`config.mk`:
```
export PLATFORM = sky130hd
export DESIGN_NAME = tmr_irq_router
export DESIGN_NICKNAME = d
export VERILOG_FILES = /design/src/rtl/tmr_irq_pkg.sv /design/src/rtl/tmr_irq_resolve.sv /design/src/rtl/tmr_irq_pin_drive.sv /design/src/rtl/tmr_irq_msg_queue.sv /design/src/rtl/tmr_irq_router.sv
export SDC_FILE = /design/constraint.sdc
export NUM_CORES = 2
export LEC_CHECK = 0
export BUFFER_PORTS_ARGS = -buffer_cell sky130_fd_sc_hd__buf_4
export CORE_ASPECT_RATIO = 0.6
export CORE_MARGIN = 8
export CORE_UTILIZATION = 25
export DETAILED_ROUTE_END_ITERATION = 6
export PLACE_DENSITY_LB_ADDON = 0.25
export SETUP_SLACK_MARGIN = 0.02
export SKIP_LAST_GASP = 1
export SYNTH_ARGS = -nofsm -noshare
export SYNTH_HDL_FRONTEND = slang
export SYNTH_SLANG_ARGS = --single-unit
```
`constraint.sdc`:
```
create_clock -name clk -period 4 [get_ports clk]
set_input_delay 0.8 -clock clk [delete_from_list [all_inputs] [get_ports clk]]
set_output_delay 0.8 -clock clk [all_outputs]
set_load 0.02 [all_outputs]
```
`src/rtl/tmr_irq_pkg.sv`:
```
// Shared field positions, constants and types for the timer interrupt router.
package tmr_irq_pkg;

    localparam int ROUTE_W    = 5;
    localparam int PIN_SLOTS  = 1 << ROUTE_W;
    localparam int BIT_LEVEL  = 1;
    localparam int BIT_INT_EN = 2;
    localparam int ROUTE_LSB  = 9;
    localparam int BIT_MSG_EN = 14;

    localparam logic [ROUTE_W-1:0] LEG_PIN_T0 = 5'd2;
    localparam logic [ROUTE_W-1:0] LEG_PIN_T1 = 5'd8;

    // Writable per-timer settings
    typedef struct packed {
        logic               msg_en;
        logic [ROUTE_W-1:0] route;
        logic               int_en;
        logic               level;
    } tcfg_t;

    // Resolved delivery decision for one timer
    typedef struct packed {
        logic               legacy;
        logic               msg_act;
        logic               edge_mode;
        logic [ROUTE_W-1:0] pin;
    } tres_t;

    // Extract the writable fields from a configuration word
    function automatic tcfg_t unpack_cfg(input logic [31:0] w);
        tcfg_t c;
        c.msg_en = w[BIT_MSG_EN];
        c.route  = w[ROUTE_LSB +: ROUTE_W];
        c.int_en = w[BIT_INT_EN];
        c.level  = w[BIT_LEVEL];
        return c;
    endfunction

endpackage

```
`src/rtl/tmr_irq_resolve.sv`:
```
// Combinational delivery resolver for one timer.
// Turns settings, the legacy override and the timer index into message/pin/edge.
// Assumes the index is a valid timer number; legacy applies to indices 0 and 1.
module tmr_irq_resolve
    import tmr_irq_pkg::*;
#(
    parameter int IDX_W       = 3,
    parameter bit MSG_CAPABLE = 1'b1
) (
    input  tcfg_t            cfg,
    input  logic             legacy_en,
    input  logic [IDX_W-1:0] idx,
    output tres_t            res
);

    // Resolve the delivery path with legacy taking precedence
    always_comb begin
        res.legacy    = legacy_en && ((idx >> 1) == '0);
        res.msg_act   = MSG_CAPABLE && cfg.msg_en && !res.legacy;
        res.edge_mode = res.legacy || !cfg.level;
        if (res.msg_act)
            res.pin = '0;
        else if (res.legacy)
            res.pin = idx[0] ? LEG_PIN_T1 : LEG_PIN_T0;
        else
            res.pin = cfg.route;
    end

endmodule

```
`src/rtl/tmr_irq_pin_drive.sv`:
```
// Pin fan-out: ORs latched levels onto their pins and registers one-cycle pulses.
// Assumes callers only raise pulse_req for timers that resolved to a nonzero pin.
module tmr_irq_pin_drive
    import tmr_irq_pkg::*;
#(
    parameter int NUM_TIMERS = 8
) (
    input  logic                                 clk,
    input  logic                                 rst_n,
    input  logic [NUM_TIMERS-1:0]                level_on,
    input  logic [NUM_TIMERS-1:0][ROUTE_W-1:0]   level_pin,
    input  logic [NUM_TIMERS-1:0]                pulse_req,
    input  logic [NUM_TIMERS-1:0][ROUTE_W-1:0]   pulse_pin,
    output logic [PIN_SLOTS-1:0]                 pin_level,
    output logic [PIN_SLOTS-1:0]                 pin_pulse
);

    logic [PIN_SLOTS-1:0] pulse_nxt;
    logic [PIN_SLOTS-1:0] pulse_q;

    // Merge every latched timer onto its pin
    always_comb begin
        pin_level = '0;
        for (int i = 0; i < NUM_TIMERS; i++)
            if (level_on[i]) pin_level[level_pin[i]] = 1'b1;
    end

    // Decode this cycle's edge requests onto pins
    always_comb begin
        pulse_nxt = '0;
        for (int i = 0; i < NUM_TIMERS; i++)
            if (pulse_req[i]) pulse_nxt[pulse_pin[i]] = 1'b1;
    end

    // Register pulses so each lasts one cycle
    always_ff @(posedge clk) begin
        if (!rst_n) pulse_q <= '0;
        else        pulse_q <= pulse_nxt;
    end

    assign pin_pulse = pulse_q;

endmodule

```
`src/rtl/tmr_irq_msg_queue.sv`:
```
// Message request stage: one pending bit per timer, lowest index served first.
// Address and data come from the message register when a request is loaded.
// Output is held until the sink accepts it; repeat requests while pending merge.
module tmr_irq_msg_queue #(
    parameter int NUM_TIMERS = 8,
    localparam int IDX_W     = $clog2(NUM_TIMERS)
) (
    input  logic                         clk,
    input  logic                         rst_n,
    input  logic [NUM_TIMERS-1:0]        req,
    input  logic [NUM_TIMERS-1:0][63:0]  msg_reg,
    input  logic                         ready,
    output logic                         valid,
    output logic [31:0]                  addr,
    output logic [31:0]                  data
);

    logic [NUM_TIMERS-1:0] pend_q;
    logic [NUM_TIMERS-1:0] gnt;
    logic [IDX_W-1:0]      gsel;
    logic                  slot_free;
    logic                  valid_q;
    logic [31:0]           addr_q;
    logic [31:0]           data_q;

    assign slot_free = !valid_q || ready;

    // Pick the lowest pending index
    always_comb begin
        gsel = '0;
        for (int i = NUM_TIMERS - 1; i >= 0; i--)
            if (pend_q[i]) gsel = IDX_W'(i);
        gnt = '0;
        if (slot_free && (pend_q != '0)) gnt[gsel] = 1'b1;
    end

    // Track pending requests
    always_ff @(posedge clk) begin
        if (!rst_n) pend_q <= '0;
        else        pend_q <= (pend_q & ~gnt) | req;
    end

    // Load or retire the outgoing request
    always_ff @(posedge clk) begin
        if (!rst_n) begin
            valid_q <= 1'b0;
            addr_q  <= '0;
            data_q  <= '0;
        end else if (slot_free) begin
            valid_q <= (pend_q != '0);
            if (pend_q != '0) begin
                addr_q <= msg_reg[gsel][63:32];
                data_q <= msg_reg[gsel][31:0];
            end
        end
    end

    assign valid = valid_q;
    assign addr  = addr_q;
    assign data  = data_q;

endmodule

```
`src/rtl/tmr_irq_router.sv`:
```
// Timer interrupt router top. Holds per-timer settings, message registers and
// level status bits. Turns expiry strobes into pin pulses, pin levels or
// message requests. Validates routes on every configuration write and drops
// stale levels. Assumes at most one configuration write per cycle, and no
// expiry of a timer in the same cycle as a write to that timer.
module tmr_irq_router
    import tmr_irq_pkg::*;
#(
    parameter int NUM_TIMERS = 8,
    parameter int CTRL_PINS  = 24,
    localparam int IDX_W     = $clog2(NUM_TIMERS)
) (
    input  logic                  clk,
    input  logic                  rst_n,
    input  logic                  legacy_en,
    input  logic [NUM_TIMERS-1:0] fire,
    input  logic                  cfg_wr_en,
    input  logic [IDX_W-1:0]      cfg_wr_sel,
    input  logic [31:0]           cfg_wr_data,
    input  logic                  msg_wr_en,
    input  logic [IDX_W-1:0]      msg_wr_sel,
    input  logic [63:0]           msg_wr_data,
    input  logic [NUM_TIMERS-1:0] stat_clr,
    input  logic                  msg_ready,
    output logic [31:0]           pin_level,
    output logic [31:0]           pin_pulse,
    output logic [NUM_TIMERS-1:0] level_status,
    output logic                  msg_valid,
    output logic [31:0]           msg_addr,
    output logic [31:0]           msg_data
);

    localparam logic [PIN_SLOTS-1:0] ALLOWED_PINS =
        (CTRL_PINS >= 24) ? PIN_SLOTS'(32'h00F0_0000) : '0;

    tcfg_t [NUM_TIMERS-1:0]               cfg_q;
    logic  [NUM_TIMERS-1:0][63:0]         msg_q;
    logic  [NUM_TIMERS-1:0]               status_q;
    logic  [NUM_TIMERS-1:0][ROUTE_W-1:0]  lvl_pin_q;
    tres_t [NUM_TIMERS-1:0]               res;
    logic  [NUM_TIMERS-1:0][ROUTE_W-1:0]  res_pin;
    logic  [NUM_TIMERS-1:0]               take;
    logic  [NUM_TIMERS-1:0]               msg_req;
    logic  [NUM_TIMERS-1:0]               pulse_req;
    logic  [NUM_TIMERS-1:0]               level_set;
    logic  [NUM_TIMERS-1:0]               wr_clr;
    logic  [NUM_TIMERS-1:0]               clr_any;

    tcfg_t              cand;
    tcfg_t              cand_fix;
    tres_t              wr_res;
    logic               wr_hit;
    logic               wr_bad;
    logic [ROUTE_W-1:0] fin_pin;
    logic               wr_drop_lvl;

    // Per-timer resolution and expiry decode
    for (genvar i = 0; i < NUM_TIMERS; i++) begin : g_tmr
        tmr_irq_resolve #(.IDX_W(IDX_W)) u_res (
            .cfg       (cfg_q[i]),
            .legacy_en (legacy_en),
            .idx       (IDX_W'(i)),
            .res       (res[i])
        );
        assign res_pin[i]   = res[i].pin;
        assign take[i]      = fire[i] && cfg_q[i].int_en && !status_q[i];
        assign msg_req[i]   = take[i] && res[i].msg_act;
        assign pulse_req[i] = take[i] && !res[i].msg_act && (res[i].pin != '0) && res[i].edge_mode;
        assign level_set[i] = take[i] && !res[i].msg_act && (res[i].pin != '0) && !res[i].edge_mode;
        assign wr_clr[i]    = wr_hit && (cfg_wr_sel == IDX_W'(i)) && status_q[i] && wr_drop_lvl;
        assign clr_any[i]   = (stat_clr[i] && status_q[i]) || wr_clr[i];
    end

    // Resolve the candidate settings of a configuration write
    assign cand   = unpack_cfg(cfg_wr_data);
    assign wr_hit = cfg_wr_en && (32'(cfg_wr_sel) < NUM_TIMERS);

    tmr_irq_resolve #(.IDX_W(IDX_W)) u_wr_res (
        .cfg       (cand),
        .legacy_en (legacy_en),
        .idx       (cfg_wr_sel),
        .res       (wr_res)
    );

    // Validate the route and decide whether a latched level must go
    always_comb begin
        wr_bad   = (wr_res.pin != '0) && !ALLOWED_PINS[wr_res.pin];
        cand_fix = cand;
        if (wr_bad) cand_fix.route = '0;
        fin_pin  = wr_bad ? (wr_res.legacy ? wr_res.pin : '0) : wr_res.pin;
        wr_drop_lvl = !cand.int_en || wr_res.msg_act || wr_res.edge_mode ||
                      (fin_pin != lvl_pin_q[cfg_wr_sel]);
    end

    // Store validated timer settings
    always_ff @(posedge clk) begin
        if (!rst_n) cfg_q <= '0;
        else if (wr_hit) cfg_q[cfg_wr_sel] <= cand_fix;
    end

    // Store message registers
    always_ff @(posedge clk) begin
        if (!rst_n) msg_q <= '0;
        else if (msg_wr_en && (32'(msg_wr_sel) < NUM_TIMERS)) msg_q[msg_wr_sel] <= msg_wr_data;
    end

    // Latch level status and remember the pin it drives
    always_ff @(posedge clk) begin
        if (!rst_n) begin
            status_q  <= '0;
            lvl_pin_q <= '0;
        end else begin
            for (int i = 0; i < NUM_TIMERS; i++) begin
                if (level_set[i]) begin
                    status_q[i]  <= 1'b1;
                    lvl_pin_q[i] <= res[i].pin;
                end else if (clr_any[i]) begin
                    status_q[i]  <= 1'b0;
                end
            end
        end
    end

    tmr_irq_pin_drive #(.NUM_TIMERS(NUM_TIMERS)) u_pins (
        .clk       (clk),
        .rst_n     (rst_n),
        .level_on  (status_q),
        .level_pin (lvl_pin_q),
        .pulse_req (pulse_req),
        .pulse_pin (res_pin),
        .pin_level (pin_level),
        .pin_pulse (pin_pulse)
    );

    tmr_irq_msg_queue #(.NUM_TIMERS(NUM_TIMERS)) u_msg (
        .clk     (clk),
        .rst_n   (rst_n),
        .req     (msg_req),
        .msg_reg (msg_q),
        .ready   (msg_ready),
        .valid   (msg_valid),
        .addr    (msg_addr),
        .data    (msg_data)
    );

    assign level_status = status_q;

endmodule

```
-- Word level (Yosys, flattened, before mapping)
Memories as Yosys holds them, arrays and structs flattened.
Index checks and enable logic that the tools add are counted.
- output and inout bits: 137
- flip-flop bits (word level): 729
- logic and storage cells: 409
- memories kept: 1
- input port bits: 124
- ROM bits: 32
- multiplexer cells: 102
- reductions and logical operators: 181
- eq/ne operators: 8
- bitwise gates (word level): 17
- $lt $le $gt $ge: 39
- memory list (name ; depth ; width ; read ports ; clocked after memory_dff ; wr ports ; line ; RTL):
    (name not given) ; 32 ; 1 ; 1 ; 0 ; 0 ; tmr_irq_router.sv:87 ; wr_bad = (wr_res.pin != '0) && !ALLOWED_PINS[wr_res.pin];
- operators with widths (cell ; number):
    $bwmux W512 ; 1
    $mux W32 ; 16
    $or A32 B32 Y32 ; 14
    $bmux W64 S3 ; 1
    $demux W64 S3 ; 1
    $mux W64 ; 2
    $logic_and A1 B1 Y1 ; 113
    $lt A5 B6 Y1 const B ; 17
    $demux W1 S5 ; 16
    $ge A5 B1 Y1 const B ; 16
    $mux W5 ; 16
    $bwmux W64 ; 1
    $reduce_bool A5 Y1 ; 9
    $mux W1 ; 34
    $logic_not A1 Y1 ; 32
    $demux W8 S3 ; 1
    $mux W3 ; 8
    $mux W8 ; 2
    $reduce_bool A2 Y1 ; 8
    $bmux W5 S3 ; 1
    $logic_or A1 B1 Y1 ; 15
    $eq A3 B3 Y1 const B ; 4
    $lt A3 B4 Y1 const B ; 3
    $ge A3 B1 Y1 const B ; 3
    other kinds (11) ; 13

-- Depth between registers and ports, before layout
- word-level depth: 22
- mapped depth: 8

-- Modules after synthesis
From an unflattened synthesis, not the netlist that was laid out.
- cells, all modules: 4316
- area total of the unflattened synthesis: 35086.2 um^2
- modules (own cells, without submodules) (module ; area an instance (um^2) ; cells an instance ; instances):
    tmr_irq_router ; 24119.4 ; 2892 ; 1
    tmr_irq_msg_queue ; 5337.6 ; 649 ; 1
    tmr_irq_pin_drive ; 4795.8 ; 685 ; 1
    tmr_irq_resolve ; 92.6 ; 10 ; 9

-- Least setup slack after synthesis
Ideal clock, no wire load.
- path type: input to register
- start: input port cfg_wr_sel[0]
- end: register status_q[4] (netlist: level_status[4])
- path buffers: 3
- required time: 3913 ps
- stages: 7
- slack: 1358 ps
- library setup time: 87 ps
- data arrival time: 2555 ps
- path through: buf_2 > buf_2 > buf_2 > mux4_2 > o21ai_1 > nand2_1 > o31ai_1
- word-level cells in the longest chain between the ends: 13
- elaborated cells between the ends (all ways): 20
- those cells by class: eq/ne: 2; mux: 8; reduce/logical: 9; memory: 1
- ends and longest elaborated chain (item ; line ; RTL):
    from (decl) ; tmr_irq_router.sv:18 ; input logic [IDX_W-1:0] cfg_wr_sel,
    $mux W4 ; tmr_irq_resolve.sv:24 ; res.pin = idx[0] ? LEG_PIN_T1 : LEG_PIN_T0;
    $mux W5 ; tmr_irq_resolve.sv:23 ; else if (res.legacy)
    $mux W5 ; tmr_irq_resolve.sv:21 ; if (res.msg_act)
    $mem_v2 Z32 W1 ; n/a ;
    $mux W1 (not written as such) ; tmr_irq_router.sv:87 ;
    $logic_not A1 Y1 ; tmr_irq_router.sv:87 ;
    $logic_and A1 B1 Y1 ; tmr_irq_router.sv:87 ;
    $mux W5 ; tmr_irq_router.sv:90 ; fin_pin = wr_bad ? (wr_res.legacy ? wr_res.pin : '0) : wr_res.pin;
    $ne A5 B5 Y1 ; tmr_irq_router.sv:92 ; (fin_pin != lvl_pin_q[cfg_wr_sel]);
    $logic_or A1 B1 Y1 ; tmr_irq_router.sv:91 ; wr_drop_lvl = !cand.int_en || wr_res.msg_act || wr_res.edge_mode ||
    $logic_and A1 B1 Y1 * ; tmr_irq_router.sv:70 ; assign wr_clr[i] = wr_hit && (cfg_wr_sel == IDX_W'(i)) && status_q[i] && wr_drop_lvl;
    $logic_or A1 B1 Y1 * ; tmr_irq_router.sv:71 ; assign clr_any[i] = (stat_clr[i] && status_q[i]) || wr_clr[i];
    $reduce_bool A2 Y1 (no line) * ; n/a ;
    to (signal assigned) ; tmr_irq_router.sv:110 ; status_q <= '0;
    to (signal, indexed assignment) ; tmr_irq_router.sv:115 ; status_q[i] <= 1'b1;
    to (signal, indexed assignment) ; tmr_irq_router.sv:118 ; status_q[i] <= 1'b0;
    to (decl) ; tmr_irq_router.sv:38 ; logic [NUM_TIMERS-1:0] status_q;
Every way passes the cells marked *; elsewhere a longest branch is shown, timed or not. The select of a mux whose other input is x is not followed.
A chain may end at the register's enable or synchronous reset.

-- Final worst setup path
- start: register status_q[0] (netlist: level_status[0])
- end: output port pin_level[11]
- word-level cells in the longest chain between the ends: 15
- ends and longest elaborated chain (item ; line ; RTL):
    $mux W32 * ; tmr_irq_pin_drive.sv:25 ; if (level_on[i]) pin_level[level_pin[i]] = 1'b1;
    $or A32 B32 Y32 (no line) ; n/a ;
    $mux W32 * ; tmr_irq_pin_drive.sv:25 ;
    $or A32 B32 Y32 (no line) ; n/a ;
    $mux W32 * ; tmr_irq_pin_drive.sv:25 ;
    $or A32 B32 Y32 (no line) ; n/a ;
    $mux W32 * ; tmr_irq_pin_drive.sv:25 ;
    $or A32 B32 Y32 (no line) ; n/a ;
    $mux W32 * ; tmr_irq_pin_drive.sv:25 ;
    $or A32 B32 Y32 (no line) ; n/a ;
    $mux W32 * ; tmr_irq_pin_drive.sv:25 ;
    $or A32 B32 Y32 (no line) ; n/a ;
    $mux W32 * ; tmr_irq_pin_drive.sv:25 ;
    $or A32 B32 Y32 (no line) ; n/a ;
    $mux W32 * ; tmr_irq_pin_drive.sv:25 ;
    to (decl) ; tmr_irq_router.sv:25 ; output logic [31:0] pin_level,
Every way passes the cells marked *; elsewhere a longest branch is shown, timed or not.

==> impl_metrics.env <==
export IMPL_yosysUniqueCellTypes=72
export IMPL_violations="design-rule violations"
export IMPL_hp_class="input pin to register"
export IMPL_switchingPower_uw=3970
export IMPL_synth_area_top_cells="dfxtp_1 (44%), nand2_1 (16%), a21oi_1 (9.7%)"
export IMPL_cp_slowest_stage_delay_ps=720
export IMPL_worst_pin_slew_ps=1190
export IMPL_yosysWarnings=0
export IMPL_synth_compound_area_frac=0.252
export IMPL_gp_congestion=0.961
export IMPL_synth_adder_area_share=0
export IMPL_grt_pass1_wl_um=219000
export IMPL_die_h_um=297
export IMPL_vias=33622
export IMPL_wl_per_cell_um=24.7
export IMPL_p_leak_uw=0.0130
export IMPL_synth_edf_count=0
export IMPL_timing_rr_start="level_status[0]"
export IMPL_multiInputGateArea_mm2=0.0168
export IMPL_synth_top_area_share=0.443
export IMPL_yosys_top_cells_count="nand2_1 (1396), dfxtp_1 (729), a21oi_1 (639)"
export IMPL_syn_nets=4436
export IMPL_end_kind="output port"
export IMPL_postSynthCellCount=4312
export IMPL_drt_wl_total_um=150000
export IMPL_numCtsBuffers=78
export IMPL_yosys_cell_count_top_type="nand2_1"
export IMPL_cts_setup_buffers=0
export IMPL_seq_power_share=0.460
export IMPL_synth_area_mm2=0.0329
export IMPL_place_area_mm2=0.0362
export IMPL_slowest_stage="dfxtp_1"
export IMPL_muxShareOfSynthArea=0.0109
export IMPL_cts_hold_buf=0
export IMPL_switching_share=0.246
export IMPL_dpl_hpwl_um=90000
export IMPL_hold_viol_final=0
export IMPL_cp_cell_sequence="nand3_1, o22ai_1, or4_1, buf_4"
export IMPL_drtPass1Iterations=7
export IMPL_first_global_vias=31240
export IMPL_finalSetupViolCount=0
export IMPL_fp_dieW_um=484
export IMPL_worstSetupPathType="register to output port"
export IMPL_finalPower_uw=16200
export IMPL_yosysSeqAreaShare=0.443
export IMPL_place_inst=5936
export IMPL_final_fill_count=13874
export IMPL_status="finished, violations left"
export IMPL_path_delay_family="simple AND/OR/NAND/NOR gates"
export IMPL_min_to="msg_q[448]"
export IMPL_die_area_mm2=0.144
export IMPL_r2r_end="u_pins.pin_pulse[28]"
export IMPL_clk_latency_ps=680
export IMPL_syn_area_per_cell_um2=7.63
export IMPL_areaGrowthSynthToFinish_pct=18.3
export IMPL_reg2reg_depth=6
export IMPL_reg2reg_slack_ps=1190
export IMPL_ant_nets=0
export IMPL_drive_above_1_share=0.114
export IMPL_final_nets=4408
export IMPL_ir_worst_vdd_v=0.000302
export IMPL_drc=7
export IMPL_synthArstFlopShare=0
export IMPL_intPower_uw=12200
export IMPL_fin_skew_ps=20.6
export IMPL_slew_headroom=0.207
export IMPL_cts_sink_count=729
export IMPL_cp_depth=4
export IMPL_power_density_mw_per_mm2=416
export IMPL_fin_setup_tns_ps=0
export IMPL_startpoint_type="register"
export IMPL_yosys_area_share_simple=0.242
export IMPL_core_area_mm2=0.131
export IMPL_arrival_ps=2810
export IMPL_io_pin_count=261
export IMPL_crit_fanout=8
export IMPL_drtIter0Drc=4666
export IMPL_fin_crit_sh=0.902
export IMPL_grt_overflow=0
export IMPL_num_rows=103
export IMPL_maxCapViolCount=0
export IMPL_port_buffers=236
export IMPL_hold_depth=3
export IMPL_combPwrFrac=0.051
export IMPL_antenna_found_initial=19
export IMPL_grt_use_total=0.197
export IMPL_rsz0062_at_grt="no"
export IMPL_cts_clk_slew_worst_paths_ps=70
export IMPL_design_area_mm2=0.0389
export IMPL_synth_top_family_by_area="compound AO/OA/AOI/OAI gates"
export IMPL_p_clk_frac=0.489
export IMPL_slew_viol_final=0
export IMPL_instances_no_fill=6090
export IMPL_root_buffer="clkbuf_16"
export IMPL_start_util=0.251
export IMPL_synth_xor_area_frac=0.000798
export IMPL_post_cts_resized=0
export IMPL_regArea_mm2=0.0146
export IMPL_critical_path_required_ps=3200
export IMPL_ys_flop_type="dfxtp_1"
export IMPL_critPathBufInv=1
export IMPL_viasPerCell=5.52
export IMPL_cts_buffer_depth=3
export IMPL_grt_max_degree=172
export IMPL_yosysTopAreaCell="dfxtp_1"
export IMPL_cts_htree_levels=3
export IMPL_worstHoldStart="msg_wr_data[0]"
export IMPL_period_minus_slack_ps=3610
export IMPL_ys_ff_latch=729
export IMPL_max_freq_mhz=277
export IMPL_cts_tree="done"
per-layer routing:
layer	part of all wire	global-route usage
met4	0.018	0.0431
met5	0.00042	0
met1	0.47	0.295
met2	0.41	0.278
met3	0.10	0.0523
layout make-up:
type / count / area share
Multi-Input combinational cell: 3160 / 0.432
Sequential cell: 729 / 0.375
Timing Repair Buffer: 302 / 0.0643
Clock buffer: 113 / 0.0587
Tap cell: 1732 / 0.0557
Clock inverter: 31 / 0.0120
Inverter: 13 / 0.00145
Antenna cell: 10 / 0.000643
tightest hold or removal path, stage by stage:
cell     delay, ps
buf_4          140
nand2_1         60
a21oi_1         50
how the worst max path moves through the flow:
stage	startpoint	endpoint
5_1_grt	lvl_pin_q[16]	pin_level[21]
2_1_floorplan	cfg_wr_sel[0]	level_status[4]
3_5_place_dp	cfg_wr_data[14]	level_status[5]
6_report	level_status[0]	pin_level[11]
3_3_place_gp	legacy_en	u_pins.pin_pulse[1]
4_1_cts	level_status[1]	pin_level[11]
logic make-up after synthesis:
group	after synthesis
buf+inv	423
flops	729
compound gates	1256
other cells	1
mux	29
xor+xnor	3
simple gates	1871
sequential cells by signal (all words and copies together) (netlist names):
signal	count
lvl_pin_q	40
u_msg.valid	1
u_msg.pend_q	8
u_msg.addr	32
cfg_q	64
msg_q	512
level_status	8
u_msg.data	32
u_pins.pin_pulse	32
power by group through the flow:
| stage | sequential [uW] | clock [uW] | combinational, uW |
|---|---|---|---|
| floorplan | 7590 | 0 | 491 |
| global placement | 7610 | 0 | 808 |
| detailed placement | 7610 | 0 | 813 |
| CTS | 7450 | 8090 | 814 |
| global route | 7460 | 8370 | 892 |
| finish | 7450 | 7910 | 825 |
layout by cell type (no fill, tap or decap), types with 9 or more instances in the layout:
cell type / count
nand2_1: 1393
dfxtp_1: 729
a21oi_1: 638
buf_4: 283
o22ai_1: 187
nor2_1: 143
a222oi_1: 130
a22o_1: 128
clkbuf_16: 80
nand3_1: 72
a32o_1: 64
nand3b_1: 62
or4_1: 35
o21ai_0: 25
nor3_1: 24
or3b_2: 23
mux2i_1: 20
nor2b_1: 19
buf_12: 19
clkbuf_1: 17
clkbuf_8: 16
nand2b_1: 13
inv_1: 12
or3_1: 11
clkinv_2: 11
diode_2: 10
nand4b_1: 10
a221oi_1: 10
o221ai_1: 9
bufinv_16: 9
stage by stage:
stage | hold WS, ps | setup slack (ps) | utilization
floorplan | 432 | 1360 | -
global placement | 440 | 976 | 0.276
detailed placement | 446 | 908 | 0.276
CTS | 356 | 467 | 0.297
global route | 384 | 386 | 0.297
finish | 419 | 393 | 0.297
(Power assumes the default switching activity.)
